$ cat src/rtl/chan_arb_pkg.sv
package chan_arb_pkg;

    typedef enum logic [1:0] {
        OWN_IDLE = 2'd0,
        OWN_SW   = 2'd1,
        OWN_MCU  = 2'd2
    } owner_e;

    typedef enum logic [1:0] {
        ACQ_IDLE,
        ACQ_ENABLE,
        ACQ_REQ,
        ACQ_CHECK
    } acq_state_e;

    typedef enum logic [1:0] {
        SEQ_IDLE,
        SEQ_WAIT_HI,
        SEQ_WAIT_LO
    } seq_state_e;

    typedef struct packed {
        logic done;
        logic ok;
    } acq_result_t;

    function automatic logic sw_blocked(owner_e own);
        return own == OWN_MCU;
    endfunction

endpackage

$ cat src/rtl/chan_owner_arb.sv
module chan_owner_arb
    import chan_arb_pkg::*;
(
    input  logic   clk,
    input  logic   rst,
    input  logic   sw_use_req,
    input  logic   sw_release,
    input  logic   mcu_req,
    input  logic   mcu_release,
    output owner_e owner
);

    owner_e owner_q, owner_d;

    always_comb begin
        owner_d = owner_q;
        case (owner_q)
            OWN_IDLE: begin
                if (mcu_req)         owner_d = OWN_MCU;
                else if (sw_use_req) owner_d = OWN_SW;
            end
            OWN_SW:  if (sw_release)  owner_d = OWN_IDLE;
            OWN_MCU: if (mcu_release) owner_d = OWN_IDLE;
            default: owner_d = OWN_IDLE;
        endcase
    end

    always_ff @(posedge clk) begin
        if (rst) owner_q <= OWN_IDLE;
        else     owner_q <= owner_d;
    end

    assign owner = owner_q;

endmodule

$ cat src/rtl/chan_enable_seq.sv
module chan_enable_seq
    import chan_arb_pkg::*;
#(
    parameter int POLL_INTERVAL = 1,
    parameter int MAX_POLLS     = 11
) (
    input  logic clk,
    input  logic rst,
    input  logic start,
    input  logic rst_done,
    output logic eng_en,
    output logic eng_rst,
    output logic done
);

    localparam int TW = (POLL_INTERVAL > 1) ? $clog2(POLL_INTERVAL) : 1;
    localparam int PW = $clog2(MAX_POLLS + 1);
    localparam logic [TW-1:0] TICK_LAST = TW'(POLL_INTERVAL - 1);
    localparam logic [PW-1:0] POLL_LAST = PW'(MAX_POLLS - 1);

    seq_state_e    state_q;
    logic [TW-1:0] tick_q;
    logic [PW-1:0] polls_q;
    logic          en_q, rst_q, done_q;
    logic          poll_now, poll_final;

    assign poll_now   = (tick_q == TICK_LAST);
    assign poll_final = (polls_q == POLL_LAST);

    always_ff @(posedge clk) begin
        if (rst) begin
            state_q <= SEQ_IDLE;
            tick_q  <= '0;
            polls_q <= '0;
            en_q    <= 1'b0;
            rst_q   <= 1'b0;
            done_q  <= 1'b0;
        end else begin
            done_q <= 1'b0;
            case (state_q)
                SEQ_IDLE: begin
                    if (start) begin
                        en_q    <= 1'b1;
                        rst_q   <= 1'b1;
                        tick_q  <= '0;
                        polls_q <= '0;
                        state_q <= SEQ_WAIT_HI;
                    end
                end
                SEQ_WAIT_HI: begin
                    if (poll_now) begin
                        tick_q <= '0;
                        if (rst_done || poll_final) begin
                            rst_q   <= 1'b0;
                            polls_q <= '0;
                            state_q <= SEQ_WAIT_LO;
                        end else begin
                            polls_q <= polls_q + 1'b1;
                        end
                    end else begin
                        tick_q <= tick_q + 1'b1;
                    end
                end
                SEQ_WAIT_LO: begin
                    if (poll_now) begin
                        tick_q <= '0;
                        if (!rst_done || poll_final) begin
                            done_q  <= 1'b1;
                            state_q <= SEQ_IDLE;
                        end else begin
                            polls_q <= polls_q + 1'b1;
                        end
                    end else begin
                        tick_q <= tick_q + 1'b1;
                    end
                end
                default: state_q <= SEQ_IDLE;
            endcase
        end
    end

    assign eng_en  = en_q;
    assign eng_rst = rst_q;
    assign done    = done_q;

endmodule

$ cat src/rtl/chan_acquire_fsm.sv
module chan_acquire_fsm
    import chan_arb_pkg::*;
(
    input  logic        clk,
    input  logic        rst,
    input  logic        sw_req,
    input  owner_e      owner,
    input  logic        eng_en,
    input  logic        seq_done,
    output logic        seq_start,
    output logic        use_req,
    output acq_result_t result
);

    acq_state_e  state_q;
    acq_result_t res_q;
    logic        accept;

    assign accept    = (state_q == ACQ_IDLE) && sw_req && !sw_blocked(owner);
    assign seq_start = accept && !eng_en;
    assign use_req   = (state_q == ACQ_REQ);

    always_ff @(posedge clk) begin
        if (rst) begin
            state_q <= ACQ_IDLE;
            res_q   <= '0;
        end else begin
            res_q <= '0;
            case (state_q)
                ACQ_IDLE: begin
                    if (sw_req && sw_blocked(owner)) begin
                        res_q.done <= 1'b1;
                        res_q.ok   <= 1'b0;
                    end else if (accept) begin
                        state_q <= eng_en ? ACQ_REQ : ACQ_ENABLE;
                    end
                end
                ACQ_ENABLE: if (seq_done) state_q <= ACQ_REQ;
                ACQ_REQ:    state_q <= ACQ_CHECK;
                ACQ_CHECK: begin
                    res_q.done <= 1'b1;
                    res_q.ok   <= (owner == OWN_SW);
                    state_q    <= ACQ_IDLE;
                end
                default: state_q <= ACQ_IDLE;
            endcase
        end
    end

    assign result = res_q;

endmodule

$ cat src/rtl/chan_access_arbiter.sv
module chan_access_arbiter
    import chan_arb_pkg::*;
#(
    parameter int POLL_INTERVAL = 1,
    parameter int MAX_POLLS     = 11
) (
    input  logic       clk,
    input  logic       rst,
    input  logic       sw_req_i,
    input  logic       sw_done_i,
    input  logic       mcu_req_i,
    input  logic       mcu_done_i,
    input  logic       eng_rst_done_i,
    output logic [1:0] owner_o,
    output logic       eng_en_o,
    output logic       eng_rst_o,
    output logic       acq_done_o,
    output logic       acq_ok_o
);

    owner_e      owner;
    logic        use_req, seq_start, seq_done, eng_en, eng_rst;
    acq_result_t result;

    chan_owner_arb u_owner (
        .clk         (clk),
        .rst         (rst),
        .sw_use_req  (use_req),
        .sw_release  (sw_done_i),
        .mcu_req     (mcu_req_i),
        .mcu_release (mcu_done_i),
        .owner       (owner)
    );

    chan_enable_seq #(
        .POLL_INTERVAL (POLL_INTERVAL),
        .MAX_POLLS     (MAX_POLLS)
    ) u_seq (
        .clk      (clk),
        .rst      (rst),
        .start    (seq_start),
        .rst_done (eng_rst_done_i),
        .eng_en   (eng_en),
        .eng_rst  (eng_rst),
        .done     (seq_done)
    );

    chan_acquire_fsm u_acq (
        .clk       (clk),
        .rst       (rst),
        .sw_req    (sw_req_i),
        .owner     (owner),
        .eng_en    (eng_en),
        .seq_done  (seq_done),
        .seq_start (seq_start),
        .use_req   (use_req),
        .result    (result)
    );

    assign owner_o    = owner;
    assign eng_en_o   = eng_en;
    assign eng_rst_o  = eng_rst;
    assign acq_done_o = result.done;
    assign acq_ok_o   = result.ok;

endmodule

$ cat config.mk
export PLATFORM = sky130hd
export DESIGN_NAME = chan_access_arbiter
export DESIGN_NICKNAME = d
export VERILOG_FILES = /design/src/rtl/chan_arb_pkg.sv /design/src/rtl/chan_owner_arb.sv /design/src/rtl/chan_enable_seq.sv /design/src/rtl/chan_acquire_fsm.sv /design/src/rtl/chan_access_arbiter.sv
export SDC_FILE = /design/constraint.sdc
export NUM_CORES = 1
export LEC_CHECK = 0
export CAP_MARGIN = 15
export CORE_MARGIN = 3
export CORE_UTILIZATION = 47
export DETAILED_ROUTE_END_ITERATION = 7
export PLACE_DENSITY = 0.73
export SKIP_CTS_REPAIR_TIMING = 1
export SLEW_MARGIN = 25
export SYNTH_ARGS = -nofsm -noshare
export SYNTH_HDL_FRONTEND = slang
export SYNTH_SLANG_ARGS = --single-unit
$ cat constraint.sdc
create_clock -name clk -period 1.6 [get_ports clk]
set_clock_uncertainty 0.2 [all_clocks]
set_input_delay 0.24 -clock clk [delete_from_list [all_inputs] [get_ports clk]]
set_output_delay 0.24 -clock clk [all_outputs]
set_load 0.1 [all_outputs]
==> metrics.md, run 1 <==
| Metric | Value |
|---|---|
| Met2 wire len | `1080 um` |
| Syn Nets | `119` |
| Final net count | `155` |
| Worst hold slack | `0.273 ns` |
| Top cell type's share of synthesized area | `0.337` |
| Leakage | `0.557 nW` |
| Sequential area share after synthesis | `0.337` |
| Root buffer cell | `clkbuf_4` |
| Status | `finished with violations` |
| Critical R2R Launch | `u_seq.state_q[1]` |
| Synth Register Bits | `15` |
| Routed wire per std cell | `12.9 um` |
| WP data required | `1.57 ns` |
| Tightest Hold Check Type | `flop to flop` |
| Area leader, netlist | `dfxtp_1` |
| Placed Cells | `approximately 160` |
| Die Footprint | `2460 sq um` |
| Placed Area | `1290 sq um` |
| Vias in the first global route | `844` |
| WP data arrival | `approximately 1.6 ns` |
| Clock Latency Late Sink | `0.29 ns` |
| Hold Crit Depth | `1` |
| Boundary Pins | `13` |
| Num CTS Buffers | `3` |
| Die width | `49.6 um` |
| Main combinational cell family by area after synthesis | `compound AO/OA/AOI/OAI gates` |
| Final core occ | `0.781` |
| Overflow left after global routing | `0` |
| Final wirelength | `between 2000 and 2500 um` |
| # rows | `15` |
| Initial antenna violation count | `0` |
| Place WS | `-0.219 ns` |
| Flop2flop setup slack | `-0.04 ns` |
| Crit. End Element | `flop` |
| 1st-pass router iterations | `4` |
| Distinct cells, synth | `31` |
| Synthesis-to-layout area growth | `54.4%` |
| Initial core utilization | `0.506` |
| Metal1 wirelength | `850 um` |
| Adder-cell share of the synthesized area | `0.168` |
| Largest net degree at the start of global routing | `10` |
| Slew headroom | `0.797` |
| Fill count | `128` |
| XOR/XNOR Fraction of Synth Area | `0` |
| Highest metal used | `met4` |
| End of the worst hold path | `u_acq.result[0]` |
| Vias/cell | `5.29` |
| # diodes | `0` |
| Reg clk slew, reported paths | `0.10 ns` |
| Clock sinks | `15` |
| Design Area, Final | `1380 sq um` |
| Port buffer count | `12` |
| Crit path max fanout | `5` |
| Global-route wire length before repair | `3570 um` |
| Post-synthesis cell count | `100` |
| Max-cap viol count | `0` |
| Worst r2r dst | `u_seq.polls_q[2]` |
| Fmax | `611 MHz` |
| RSZ-0062 raised after global routing | `true` |
| Max clock buf depth | `2` |
| Max VDD drop | `1.23 mV` |
| Die Span Y | `49.6 um` |
| Setup slack after layout | `-0.0368 ns` |
| Total global-route track usage | `0.187` |
| PD cells | `roughly 1500 nW/um^2` |
| Synth Area in Simple Gates | `0.187` |
| Top post-synthesis cells by area | `dfxtp_1 (34%), ha_1 (17%), a21oi_1 (5.0%), inv_1 (5.0%), o21ai_0 (3.4%)` |
| Vias after detailed routing | `847` |
| Violated checks | `setup timing` |
| DRT iter0 DRCs | `13` |
| Final hold vios | `0` |
| Routed met3 length | `79 um` |
| Post-Syn Area | `892 sq um` |
| Final Max Tran Viols | `0` |
| Critical path class | `flop to flop` |
| Tot Pwr | `~2.1 mW` |
| Share of layout cells above drive strength 1 | `0.415` |
| DRC Markers | `0` |
| Core ar. | `1760 sq um` |
| Startpoint types | `flop` |
| Reg2reg path depth | `6` |
| Routability Congestion | `between 0.8 and 0.9` |
| Final setup vio count | `2` |
| CTS tree | `done` |
| Setup tns final | `-0.0595 ns` |
| H-Tree Depth | `1` |
| Compound-gate portion of the synthesized area | `0.227` |
| Syn_area_per_cell | `8.92 sq um` |
| Post-synthesis mux area share | `0.0224` |
| Post-layout min period | `1.64 ns` |
| Measured slew at the worst slew-check pin | `around 0.30 ns` |
| Final ANT Viol Nets | `0` |
| Synth warn | `0` |
| Post-Layout Cell Count | `160` |
| Detailed placement HPWL | `1520 um` |
| Period utilisation layout | `1.02` |
| Hold Crit Start | `u_owner.owner[1]` |
cell type report:
class / instances / area, sq um / area share
multi-input cells: 71 / 619 / 0.450
inverters: 12 / 45.0 / 0.0327
repair buffers: 33 / 342 / 0.248
clock inverters: 1 / 5.00 / 0.00363
well taps: 25 / 31.3 / 0.0227
clock buffers: 3 / 22.5 / 0.0163
flip-flops and latches: 15 / 313 / 0.227
report_power, final:
part	switching [mW]	leakage, nW	internal (mW)
Combinational	0.686	0.414	0.646
Sequential	0.0755	0.125	0.450
Clock	0.134	0.0177	0.0928
Total	0.895	0.557	1.19
cell usage in the layout (no fill, tap or decap), types with 3 or more instances in the layout:
cell / count
clkbuf_4: 3
buf_4: 20
clkdlybuf4s50_1: 6
ha_1: 9
dfxtp_1: 9
nor2_1: 3
a21oi_1: 8
a311oi_1: 3
buf_12: 6
o21ai_0: 3
dfxtp_2: 4
nand3_1: 4
inv_1: 8
inv_2: 4
kinds of logic (layout without fill, tap and decap cells):
group           after synthesis  count (layout)
simple gates                 28              28
flops                        15              15
mux                           2               2
compound gates               29              29
fa+ha+maj                    12              12
buf+inv                      14              49
critical path: stages, from the launching register on:
cell      delay (ns)
dfxtp_2         0.36
inv_2           0.06
ha_4            0.24
and2_1          0.16
a31o_4          0.23
a211oi_2        0.17
o32ai_1         0.10
cell usage after synthesis:
library cell / instances
clkbuf_1: 2
a21oi_1: 9
o31a_2: 1
nor3b_1: 1
a2111oi_0: 1
o21a_1: 1
and3_1: 1
nand4b_1: 2
o31ai_4: 1
nand4_1: 1
nor2b_4: 1
o32ai_1: 2
nand2_1: 3
inv_1: 12
nand3b_1: 1
nor2b_1: 1
nor2_1: 3
dfxtp_1: 15
o21ai_0: 6
nor3_1: 2
a211oi_1: 2
nor4_1: 1
mux2i_1: 2
a31oi_1: 2
or3_1: 2
a311oi_1: 3
a31o_2: 1
and2_1: 2
nand2b_1: 2
ha_1: 12
nand3_1: 5
routing by layer:
| metal | vias to the layer above | GRT usage |
|---|---|---|
| met5 | - | 0 |
| met4 | 0 | 0.129 |
| met3 | 4 | 0.0363 |
| met2 | 17 | 0.337 |
| met1 | 394 | 0.191 |
| li1 | 432 | - |
flip-flops by register name, summed over array words and instances (netlist names):
register,cells
u_owner.owner,2
u_seq.eng_en,1
u_acq.state_q,2
u_seq.done,1
u_seq.polls_q,4
u_seq.eng_rst,1
u_seq.state_q,2
u_acq.result,2
how the worst max path moves through the flow:
stage	start	end
finish	u_seq.state_q[1]	u_seq.polls_q[2]
global route	u_seq.state_q[1]	u_seq.polls_q[2]
CTS	u_seq.state_q[1]	u_seq.polls_q[2]
detailed placement	sw_req_i	u_seq.polls_q[3]
floorplan	u_owner.owner[0]	u_seq.polls_q[3]
global placement	sw_req_i	u_seq.state_q[0]
Power figures use the tool's default switching activity.
==> run 2: changes to the inputs <==
--- a/config.mk
+++ b/config.mk
@@ -11,6 +11,7 @@
 export DETAILED_ROUTE_END_ITERATION = 7
 export PLACE_DENSITY = 0.73
 export SKIP_CTS_REPAIR_TIMING = 1
+export SKIP_LAST_GASP = 1
 export SLEW_MARGIN = 25
 export SYNTH_ARGS = -nofsm -noshare
 export SYNTH_HDL_FRONTEND = slang
==> results of run 2 <==
Same layout as run 1: the final DEF is identical, and so are final timing and power.
